--- config.mk ---
export PLATFORM = sky130hd
export DESIGN_NAME = txd_dom_guard
export DESIGN_NICKNAME = d
export VERILOG_FILES = /design/src/rtl/txg_pkg.sv /design/src/rtl/txg_sync.sv /design/src/rtl/txg_edge.sv /design/src/rtl/txg_dom_timer.sv /design/src/rtl/txg_therm_latch.sv /design/src/rtl/txd_dom_guard.sv
export SDC_FILE = /design/constraint.sdc
export NUM_CORES = 1
export LEC_CHECK = 0
export ABC_AREA = 1
export BUFFER_PORTS_ARGS = -buffer_cell sky130_fd_sc_hd__buf_2
export CORE_UTILIZATION = 55
export DETAILED_ROUTE_END_ITERATION = 8
export GPL_ROUTABILITY_DRIVEN = 0
export PLACE_DENSITY = 0.73
export REMOVE_ABC_BUFFERS = 1
export SETUP_SLACK_MARGIN = 0.2
export SLEW_MARGIN = 40
export SYNTH_ARGS = -nofsm -noshare
export SYNTH_HDL_FRONTEND = slang
export SYNTH_HIERARCHICAL = 1
export SYNTH_SLANG_ARGS = --single-unit
--- constraint.sdc ---
create_clock -name clk -period 2 [get_ports clk]
set_input_delay 0.2 -clock clk [delete_from_list [all_inputs] [get_ports clk]]
set_output_delay 0.2 -clock clk [all_outputs]
set_load 0.01 [all_outputs]
--- src/rtl/txg_pkg.sv ---
package txg_pkg;
   localparam logic TXD_DOMINANT  = 1'b0;
   localparam logic TXD_RECESSIVE = 1'b1;

   typedef struct packed {
      logic tmo;
      logic therm;
   } txg_lock_t;
endpackage

--- src/rtl/txg_sync.sv ---
module txg_sync #(
   parameter int                 WIDTH   = 1,
   parameter int                 STAGES  = 2,
   parameter logic [WIDTH-1:0]   RST_VAL = '0
) (
   input  logic             clk,
   input  logic             rst_n,
   input  logic [WIDTH-1:0] d,
   output logic [WIDTH-1:0] q
);
   logic [WIDTH-1:0] stg [STAGES];

   generate
      if (STAGES < 2) begin : g_bad_depth
         $error("txg_sync: STAGES must be at least 2");
      end
      if (WIDTH < 1) begin : g_bad_width
         $error("txg_sync: WIDTH must be at least 1");
      end
   endgenerate

   always_ff @(posedge clk or negedge rst_n) begin
      if (!rst_n) begin
         for (int i = 0; i < STAGES; i++) stg[i] <= RST_VAL;
      end else begin
         stg[0] <= d;
         for (int i = 1; i < STAGES; i++) stg[i] <= stg[i-1];
      end
   end

   assign q = stg[STAGES-1];
endmodule

--- src/rtl/txg_edge.sv ---
module txg_edge #(
   parameter logic RST_VAL = 1'b0
) (
   input  logic clk,
   input  logic rst_n,
   input  logic lvl,
   output logic rise,
   output logic fall
);
   logic lvl_q;

   always_ff @(posedge clk or negedge rst_n) begin
      if (!rst_n) lvl_q <= RST_VAL;
      else        lvl_q <= lvl;
   end

   assign rise = lvl & ~lvl_q;
   assign fall = ~lvl & lvl_q;
endmodule

--- src/rtl/txg_dom_timer.sv ---
module txg_dom_timer #(
   parameter int TMO_CYCLES = 20000
) (
   input  logic clk,
   input  logic rst_n,
   input  logic txd_lvl,
   input  logic txd_rise,
   input  logic txd_fall,
   output logic lock
);
   import txg_pkg::*;

   localparam int CNT_W = $clog2(TMO_CYCLES + 1);
   localparam logic [CNT_W-1:0] LAST_CNT = CNT_W'(TMO_CYCLES - 1);
   localparam logic [CNT_W-1:0] ONE      = CNT_W'(1);

   logic [CNT_W-1:0] cnt;
   logic             running;

   assign running = (txd_lvl == TXD_DOMINANT) && (cnt != '0) && !lock;

   always_ff @(posedge clk or negedge rst_n) begin
      if (!rst_n) begin
         cnt  <= '0;
         lock <= 1'b0;
      end else if (txd_rise) begin
         cnt  <= '0;
         lock <= 1'b0;
      end else if (txd_fall) begin
         cnt  <= ONE;
         lock <= 1'b0;
      end else if (running) begin
         cnt <= cnt + ONE;
         if (cnt == LAST_CNT) lock <= 1'b1;
      end
   end
endmodule

--- src/rtl/txg_therm_latch.sv ---
module txg_therm_latch (
   input  logic clk,
   input  logic rst_n,
   input  logic ot_lvl,
   input  logic txd_rise,
   output logic lock
);
   always_ff @(posedge clk or negedge rst_n) begin
      if (!rst_n)        lock <= 1'b0;
      else if (ot_lvl)   lock <= 1'b1;
      else if (txd_rise) lock <= 1'b0;
   end
endmodule

--- src/rtl/txd_dom_guard.sv ---
module txd_dom_guard #(
   parameter int SYNC_STAGES  = 2,
   parameter int TMO_CYCLES   = 20000,
   parameter int CLK_HZ       = 20_000_000,
   parameter int MIN_BIT_RATE = 40_000,
   parameter int DOM_RUN_BITS = 11
) (
   input  logic clk,
   input  logic rst_n,
   input  logic txd_i,
   input  logic overtemp_i,
   input  logic normal_mode_i,
   output logic drv_en_o,
   output logic tmo_lock_o,
   output logic therm_lock_o
);
   import txg_pkg::*;

   localparam longint MIN_TMO =
      (longint'(CLK_HZ) * longint'(DOM_RUN_BITS)) / longint'(MIN_BIT_RATE);

   generate
      if (TMO_CYCLES < 2) begin : g_bad_tmo
         $error("txd_dom_guard: TMO_CYCLES must be at least 2");
      end
      if (longint'(TMO_CYCLES) <= MIN_TMO) begin : g_tmo_short
         $error("txd_dom_guard: timeout shorter than longest legal dominant run");
      end
   endgenerate

   logic [1:0] raw_in, sync_out;
   logic       txd_sync, ot_sync;
   logic       txd_rise, txd_fall;
   txg_lock_t  lk;

   assign raw_in = {overtemp_i, txd_i};

   txg_sync #(
      .WIDTH  (2),
      .STAGES (SYNC_STAGES),
      .RST_VAL({1'b0, TXD_RECESSIVE})
   ) u_sync (
      .clk  (clk),
      .rst_n(rst_n),
      .d    (raw_in),
      .q    (sync_out)
   );

   assign txd_sync = sync_out[0];
   assign ot_sync  = sync_out[1];

   txg_edge #(.RST_VAL(TXD_RECESSIVE)) u_edge (
      .clk  (clk),
      .rst_n(rst_n),
      .lvl  (txd_sync),
      .rise (txd_rise),
      .fall (txd_fall)
   );

   txg_dom_timer #(.TMO_CYCLES(TMO_CYCLES)) u_timer (
      .clk     (clk),
      .rst_n   (rst_n),
      .txd_lvl (txd_sync),
      .txd_rise(txd_rise),
      .txd_fall(txd_fall),
      .lock    (lk.tmo)
   );

   txg_therm_latch u_therm (
      .clk     (clk),
      .rst_n   (rst_n),
      .ot_lvl  (ot_sync),
      .txd_rise(txd_rise),
      .lock    (lk.therm)
   );

   assign drv_en_o     = normal_mode_i && (txd_sync == TXD_DOMINANT) && (lk == '0);
   assign tmo_lock_o   = lk.tmo;
   assign therm_lock_o = lk.therm;
endmodule

==> flow_metrics.py, run 1 <==
metrics = {
    "power_and_ir_drop": {
        "powerDensity_nw_per_um2": 782.4,
        "p_leak_nw": 0.7329,
        "vdd_ir_drop_max_mv": 0.6593,
    },
    "cts": {
        "numCtsBuffers": 3,
        "clk_latency_ps": 320,
        "ctsLongestPathBuffers": 2,
        "cts_tree": "built",
        "post_cts_buffers": 0,
        "clock_sinks": 22,
        "clkTransAtPathRegs_ps": 130,
        "cts_max_level": 1,
        "cts_root_buf": "clkbuf_4",
    },
    "floorplan": {
        "core_area_sq_um": 2318,
        "dieHeight_um": 52.57,
        "row_count": 17,
        "dieArea_sq_um": 2763,
        "io_pins": 8,
        "die_w_um": 52.57,
        "initial_core_util_pct": 60.66,
    },
    "sta": {
        "maxSlewHeadroom_pct": 67.16,
        "fmaxAchievable_mhz": 597.6,
        "worstMarginPinSlew_ps": 490.8,
        "drv_slew": 0,
        "fin_crit_ps": 1673,
        "setup_tns_ps": 0,
        "finClkSkew_ps": 7.706,
        "worst_slack_ps": 326.7,
        "setup_viol_count_final": 0,
        "finalHoldViolCount": 0,
        "grt_setup_unrepaired": "no",
        "period_share_pct": 83.67,
    },
    "detailed_routing": {
        "drc": 0,
        "wl_per_cell_um": 12.52,
        "ant_nets": 0,
        "dr.pass1.iters": 4,
        "viasPerCell": 5.302,
        "num_vias": 1246,
        "drt-total-wl_um": 2943,
        "drt_iter0_drc": 41,
    },
    "placement": {
        "dpl.hpwl_um": 2123,
        "port_buffers": 7,
        "post-place-ws_ps": 342.5,
        "placed_area_sq_um": 1450,
    },
    "layout": {
        "area_growth_pct": 9.609,
        "multi_input_area_sq_um": 725.7,
        "final_area_sq_um": 1541,
        "final_common_cell": "nand2_1",
        "drive_above_1_share_pct": 17.39,
        "mostFrequentLayoutCells": "nand2_1 (51), nor2_1 (39), inv_1 (26), dfrtp_1 (19), nand3_1 (16)",
        "layout.nets": 215,
        "antenna_cells": 0,
        "fillers": 211,
        "seq_area_sq_um": 554.3,
    },
    "critical_path": {
        "crit_required_ps": 2220,
        "critical_path_class": "flip-flop to flip-flop",
        "ff2ff_path_depth": 11,
        "crit_path_end_kind": "flip-flop",
        "arrival_ps": 1890,
        "cp-start-kind": "flip-flop",
        "crit_fanout": 15,
    },
    "global_routing": {
        "gr-total-overflow": 0,
        "grt_pass1_vias": 1236,
        "grt_max_degree": 23,
        "grt.total_usage_pct": 25.71,
        "antenna_found_initial": 0,
        "grt_pass1_wl_um": 5050,
    },
    "yosys": {
        "avgSynthCellArea_sq_um": 7.175,
        "yosysSeqAreaShare_pct": 39.41,
        "ys_ff_latch": 22,
        "synth_warnings": 6,
        "synthesis.instances": 196,
        "synth.distinct_cells": 27,
        "netlist_area_sq_um": 1406,
    },
    "worst_hold_path": {
        "min_path_type": "input port to async pin",
    },
    "flow_run": {
        "cap_violations": 0,
    },
    "outcome": {
        "status": "complete, no violations",
    },
}
## synthesized netlist by cell type (all sizes together)
| master | count | area share [%] |
|---|---|---|
| nor3 | 2 | 0.71 |
| o21ai | 8 | 4.4 |
| clkbuf | 1 | 0.27 |
| nand3b | 1 | 0.53 |
| xor2 | 1 | 0.62 |
| ha | 2 | 1.8 |
| buf | 3 | 2.1 |
| nand3 | 17 | 6.4 |
| nand2 | 57 | 17 |
| nor4 | 1 | 0.45 |
| nor2 | 46 | 15 |
| dfrtp | 19 | 34 |
| o211ai | 1 | 0.53 |
| nand4 | 5 | 2.2 |
| dfstp | 3 | 5.6 |
| inv | 27 | 7.2 |
| a21oi | 2 | 0.71 |
## state kept, by name, summed over array words and instances, names as in the netlist
signal / cells
u_edge/lvl_q: 1
u_sync/q: 2
u_sync/stg: 2
u_therm/lock: 1
u_timer/cnt: 15
u_timer/lock: 1
## kinds of logic (layout without fill, tap and decap cells)
logic type | Yosys count | in the layout | synth area share [%]
and+or+nand+nor | 129 | 129 | 42.88
DFF | 22 | 22 | 39.41
AOI/OAI and AO/OA | 11 | 11 | 5.693
xor gates and xnor gates | 1 | 1 | 0.6229
buffers and inverters | 31 | 42 | 9.607
adders and majority gates | 2 | 2 | 1.779
## layer usage
| layer | share of wire (%) | up-vias | global-route usage (%) |
|---|---|---|---|
| li1 | - | 632 | - |
| met3 | 3.5 | 5 | 3.478 |
| met1 | 46 | 588 | 31.61 |
| met5 | 0 | - | 0 |
| met4 | 1.6 | 0 | 10.96 |
| met2 | 48 | 21 | 44.51 |
## final timing paths
path | start | slack [ps] | to
setup reg to reg | u_timer/cnt[0] | 330 | u_timer/cnt[8]
min in group clk | u_sync/stg[2] | 370 | u_sync/q[0]
max in group asynchronous | rst_n | 1280 | u_sync/stg[2]
hold reg to reg | u_sync/stg[2] | 370 | u_sync/q[0]
setup / recovery | u_timer/cnt[0] | 330 | u_timer/cnt[8]
hold / removal | rst_n | 360 | u_timer/cnt[5]
## power breakdown
group | leakage, nW | switching (W) | total, W | internal, W
Sequential | 0.286 | 0.0000450 | 0.000524 | 0.000479
Clock | 0.0279 | 0.000144 | 0.000347 | 0.000203
Combinational | 0.419 | 0.000233 | 0.000335 | 0.000102
## cell type report
cell class              instances  area share (%)
clock buffers                   3           1.461
clock inverters                 1           1.948
multi-input cells             143           47.08
inverters                      27           6.575
flip-flops and latches         22           35.96
repair buffers                 11           4.708
well taps                      28           2.273
## timing repair
action / CTS / global route
resized for setup: 0 / 1
hold buffers: 3 / 0
endpoints found under the hold margin: 21 / 0
setup endpoints to repair: 0 / 2
## critical path, cell delays in order (launching register included)
cell and delay, ps:
dfrtp_1 450, inv_1 130, ha_1 160, inv_1 40, nor2_1 80, nand2_1 100, nor2_4 110, nand2_4 110
nand2_4 140, nand2_8 110, nand2_1 100, o21ai_2 50
## through the flow
| stage | utilization (%) | power [W] | hold WS [ps] | cells |
|---|---|---|---|---|
| after floorplan | - | 0.0007628 | -95.59 | 192 |
| after global placement | 62.55 | 0.0008355 | 193.7 | 228 |
| after detailed placement | 62.55 | 0.0008436 | 193.4 | 228 |
| after CTS | 66.11 | 0.001200 | 368.1 | 235 |
| after global routing | 66.49 | 0.001270 | 375.6 | 235 |
| final | 66.49 | 0.001206 | 362.2 | 235 |
Note: power is estimated with default switching activity, not from simulation.
==> run 2, diff against run 1 <==
Settings changed: ABC_AREA 1 to 0, CORE_UTILIZATION 55 to 52.
Clock period 2 ns to 1.5 ns, I/O delays scaled along.
==> run 2 against run 1 <==
Against the previous run: the flow now stops in global routing; area after synthesis shrank 21%; synthesized cell count decreased by 44%.
==> flow_metrics.py, run 2 <==
metrics = {
    "yosys": {
        "synth_edf_count": 0,
        "yosysSeqAreaShare_pct": 49.66,
        "yosysMostFrequentCell": "dfrtp_1",
        "yosysTopAreaCell": "dfrtp_1",
        "ys_top_cells_by_area": "dfrtp_1 (43%), dfstp_2 (7.1%), xnor2_1 (5.5%)",
        "avgSynthCellArea_sq_um": 10.24,
        "synthesis.instances": 109,
        "async_flop_share_pct": 100.0,
        "ys_ff_latch": 22,
        "synth_top_area_share_pct": 42.60,
        "synth.distinct_cells": 32,
        "synthFlopType": "dfrtp_1",
        "netlist_area_sq_um": 1116,
        "ys_top_cells_by_count": "dfrtp_1 (19), nor2_1 (16), xnor2_1 (7)",
        "synth_warnings": 6,
    },
    "sta": {
        "worstEpCategory": "register input",
        "repair-timing-grt-worst-ep": "u_timer/cnt[11]$_DFFE_PN0P_/D",
    },
    "floorplan": {
        "io_pins": 8,
        "initial_core_util_pct": 56.31,
        "dieHeight_um": 48.33,
        "die_w_um": 48.33,
        "row_count": 16,
    },
    "placement": {
        "dpl.hpwl_um": 1878,
        "placed_area_sq_um": 1358,
        "dp_cells": 165,
        "port_buffers": 7,
    },
    "cts": {
        "cts_max_level": 1,
        "clock_sinks": 22,
        "cts_root_buf": "clkbuf_4",
        "numCtsBuffers": 3,
        "ctsLongestPathBuffers": 2,
    },
    "global_routing": {
        "grt_max_degree": 23,
        "antenna_found_initial": 0,
    },
    "outcome": {
        "error": "[ERROR DPL-0033] detailed placement checks failed during check placement.",
        "status": "stopped before the end",
        "haltStage": "global routing",
    },
}
==> run 2: what timing repair did <==
action	CTS
gates resized for setup	31
hold endpoints to repair	21
setup endpoints to repair	17
setup buffers	8
pin swaps	25
hold buffers	3
==> run 2: metrics by stage <==
stage          worst slack [ps]  setup TNS, ps
4_1_cts                  -72.23         -349.5
3_5_place_dp             -165.2         -688.1
3_3_place_gp             -66.32         -294.1
2_1_floorplan            -181.8         -573.6
==> run 2: cell families after synthesis <==
kind of cell | after synthesis | share of synthesized area (%)
buffers and inverters | 10 | 4.372
AO/OA/AOI/OAI | 11 | 7.287
AND/OR/NAND/NOR | 54 | 28.59
flip-flops | 22 | 49.66
XOR/XNOR | 10 | 7.848
adder cells (fa/ha/maj) | 2 | 2.242
==> run 3, diff against run 2 <==
Settings changed: CORE_AREA from default to 2 2 63 65, CORE_UTILIZATION 52 to default, DIE_AREA from default to 0 0 65 67, PLACE_DENSITY 0.73 to default, PLACE_DENSITY_LB_ADDON from default to 0.15, SETUP_SLACK_MARGIN 0.2 to default.
Clock period 1.5 ns to 2 ns, I/O delays scaled along.
==> run 3 against run 2 <==
Against the previous run: the flow now finishes without violations; synthesized cell count did not move; area after synthesis did not move.
==> flow_metrics.py, run 3 <==
metrics = {
    "cts": {
        "cts_resized": 0,
        "clk_latency_ps": 270,
        "cts_root_buf": "clkbuf_8",
        "ctsLongestPathBuffers": 2,
        "clock_sinks": 22,
        "cts_tree": "built",
        "clkTransAtPathRegs_ps": 80,
        "cts_max_level": 1,
        "post_cts_buffers": 0,
        "numCtsBuffers": 3,
    },
    "power_and_ir_drop": {
        "seqPwrFrac_pct": 51.1,
        "vdd_ir_drop_max_mv": 0.3732,
        "internal_power_w": 0.0007136,
        "powerDensity_nw_per_um2": 786.8,
        "sw_frac_of_total_pct": 28.09,
        "power_frac_comb_pct": 16.6,
        "p_leak_nw": 0.5073,
        "switchingPower_w": 0.0002787,
        "clkPwrFrac_pct": 32.4,
    },
    "layout": {
        "antenna_cells": 0,
        "area_growth_pct": 13.00,
        "drive_above_1_share_pct": 18.64,
        "fin_cells": 166,
        "final_common_cell": "dfrtp_1",
        "largest_register_ffs": 15,
        "mostFrequentLayoutCells": "dfrtp_1 (19), nor2_1 (16), buf_2 (7), xnor2_1 (7)",
        "layout.nets": 126,
        "largest_register": "u_timer/cnt",
    },
    "critical_path": {
        "crit_path_end_kind": "flip-flop",
        "critPathSlowestCell": "nor4_1",
        "worstPathCellList": "ha_1, nand4_1, nor4_1, xnor2_1, nor2_1",
        "endpoint": "u_timer/cnt[12]",
        "cpPeakStageDelay_ps": 470,
        "crit_required_ps": 2160,
        "ff2ff_path_depth": 5,
        "crit_fanout": 6,
        "timing.rr.start": "u_timer/cnt[0]",
        "r2r_setup_slack_ps": 260,
        "regToRegEndpoint": "u_timer/cnt[12]",
        "arrival_ps": 1900,
        "critical_path_class": "flip-flop to flip-flop",
        "cp-start-kind": "flip-flop",
        "crit_start": "u_timer/cnt[0]",
    },
    "outcome": {
        "status": "complete, no violations",
    },
    "detailed_routing": {
        "drc": 0,
        "viasPerCell": 5.030,
        "drt-total-wl_um": 2275,
        "wl_per_cell_um": 13.70,
        "ant_nets": 0,
        "dr.pass1.iters": 4,
        "drt_iter0_drc": 67,
        "num_vias": 835,
    },
    "sta": {
        "setup_viol_count_final": 0,
        "fin_crit_ps": 1736,
        "finClkSkew_ps": 6.625,
        "setup_tns_ps": 0,
        "period_share_pct": 86.80,
        "drv_slew": 0,
        "grt_setup_unrepaired": "no",
        "fmaxAchievable_mhz": 576.0,
        "maxSlewHeadroom_pct": 57.20,
        "worstMarginPinSlew_ps": 639.6,
        "finalHoldViolCount": 0,
    },
    "floorplan": {
        "die_w_um": 65,
        "core_area_sq_um": 3606,
        "dieHeight_um": 67,
        "dieArea_sq_um": 4355,
        "row_count": 22,
        "initial_core_util_pct": 30.95,
        "io_pins": 8,
    },
    "yosys": {
        "synth.distinct_cells": 32,
        "yosysMostFrequentCell": "dfrtp_1",
        "avgSynthCellArea_sq_um": 10.24,
        "async_flop_share_pct": 100.0,
        "yosysSeqAreaShare_pct": 49.66,
        "synthFlopType": "dfrtp_1",
        "synth_edf_count": 0,
        "ys_top_cells_by_area": "dfrtp_1 (43%), dfstp_2 (7.1%), xnor2_1 (5.5%)",
        "yosysTopAreaCell": "dfrtp_1",
        "synthesis.instances": 109,
        "ys_ff_latch": 22,
        "synth_top_area_share_pct": 42.60,
        "synth_warnings": 6,
        "ys_top_cells_by_count": "dfrtp_1 (19), nor2_1 (16), xnor2_1 (7)",
        "netlist_area_sq_um": 1116,
    },
    "worst_hold_path": {
        "min_path_type": "input port to flip-flop",
        "min_from": "txd_i",
        "worstHoldPathCells": 1,
    },
    "placement": {
        "dpl.hpwl_um": 1694,
        "port_buffers": 7,
        "dp_cells": 161,
    },
    "global_routing": {
        "grt.total_usage_pct": 12.63,
        "grt_pass1_vias": 886,
        "antenna_found_initial": 0,
        "gr-total-overflow": 0,
        "grt_max_degree": 23,
        "grt_pass1_wl_um": 4112,
    },
    "flow_run": {
        "cap_violations": 0,
    },
}
run 3: through the flow:
| stage | total power, W | utilization, % | hold WS, ps | setup WS (ps) | instance area [sq um] |
|---|---|---|---|---|---|
| after floorplan | 0.0006230 | - | -95.59 | 318.2 | 1086 |
| after CTS | 0.001008 | 34.98 | 19.71 | 256.0 | 1261 |
| after global placement | 0.0006697 | 33.17 | 201.6 | 267.2 | 1196 |
| after detailed placement | 0.0006790 | 33.17 | 202.3 | 281.0 | 1196 |
| final | 0.0009923 | 34.98 | 29.26 | 264.0 | 1261 |
| after global routing | 0.001050 | 34.98 | 17.43 | 21.65 | 1261 |
run 3: worst min path at each step:
stage                      end  slack [ps]
6_report         u_sync/stg[2]          30
5_1_grt          u_sync/stg[2]          20
4_1_cts          u_sync/stg[2]          20
3_5_place_dp   u_timer/cnt[13]         200
3_3_place_gp   u_timer/cnt[13]         200
2_1_floorplan      u_sync/q[1]        -100
run 3: layer usage:
layer  track usage (%)  routed length [um]
met1             14.97                1113
met2             21.65                1062
met3             2.534                  67
met4             6.383                  31
met5                 0                   0
run 3: final cells by class:
| class | count | area [sq um] |
|---|---|---|
| clock buffer | 4 | 55.05 |
| multi-input combinational | 77 | 513.0 |
| timing repair buffer | 10 | 60.06 |
| inverter | 5 | 18.77 |
| tap | 48 | 60.06 |
| sequential | 22 | 554.3 |
| fill | 364 | 2345 |
run 3: power by group through the flow:
| stage | combinational (W) | clock (W) | sequential (W) |
|---|---|---|---|
| 4_1_cts | 0.000166 | 0.000334 | 0.000507 |
| 3_3_place_gp | 0.000158 | 0 | 0.000511 |
| 2_1_floorplan | 0.000115 | 0 | 0.000508 |
| 3_5_place_dp | 0.000164 | 0 | 0.000515 |
| 5_1_grt | 0.000190 | 0.000347 | 0.000513 |
| 6_report | 0.000164 | 0.000321 | 0.000507 |
run 3: cell families (layout without fill, tap and decap cells):
kind of cell / count (synthesis) / count (layout) / synth area share (%)
fa+ha+maj: 2 / 2 / 2.242
compound gates: 11 / 11 / 7.287
simple gates: 54 / 54 / 28.59
xor+xnor: 10 / 10 / 7.848
flops: 22 / 22 / 49.66
buf+inv: 10 / 19 / 4.372
run 3: worst max-delay path: cells and delay by family, from the launching register on:
kind                       cells  cell delay, ps
DFF                            1             440
adders and majority gates      1             280
and+or+nand+nor                3             740
xor gates and xnor gates       1             170
run 3: repair_timing:
action	in CTS	in global routing
hold buffers	1	0
hold endpoints to repair	19	0
setup endpoints to repair	0	1
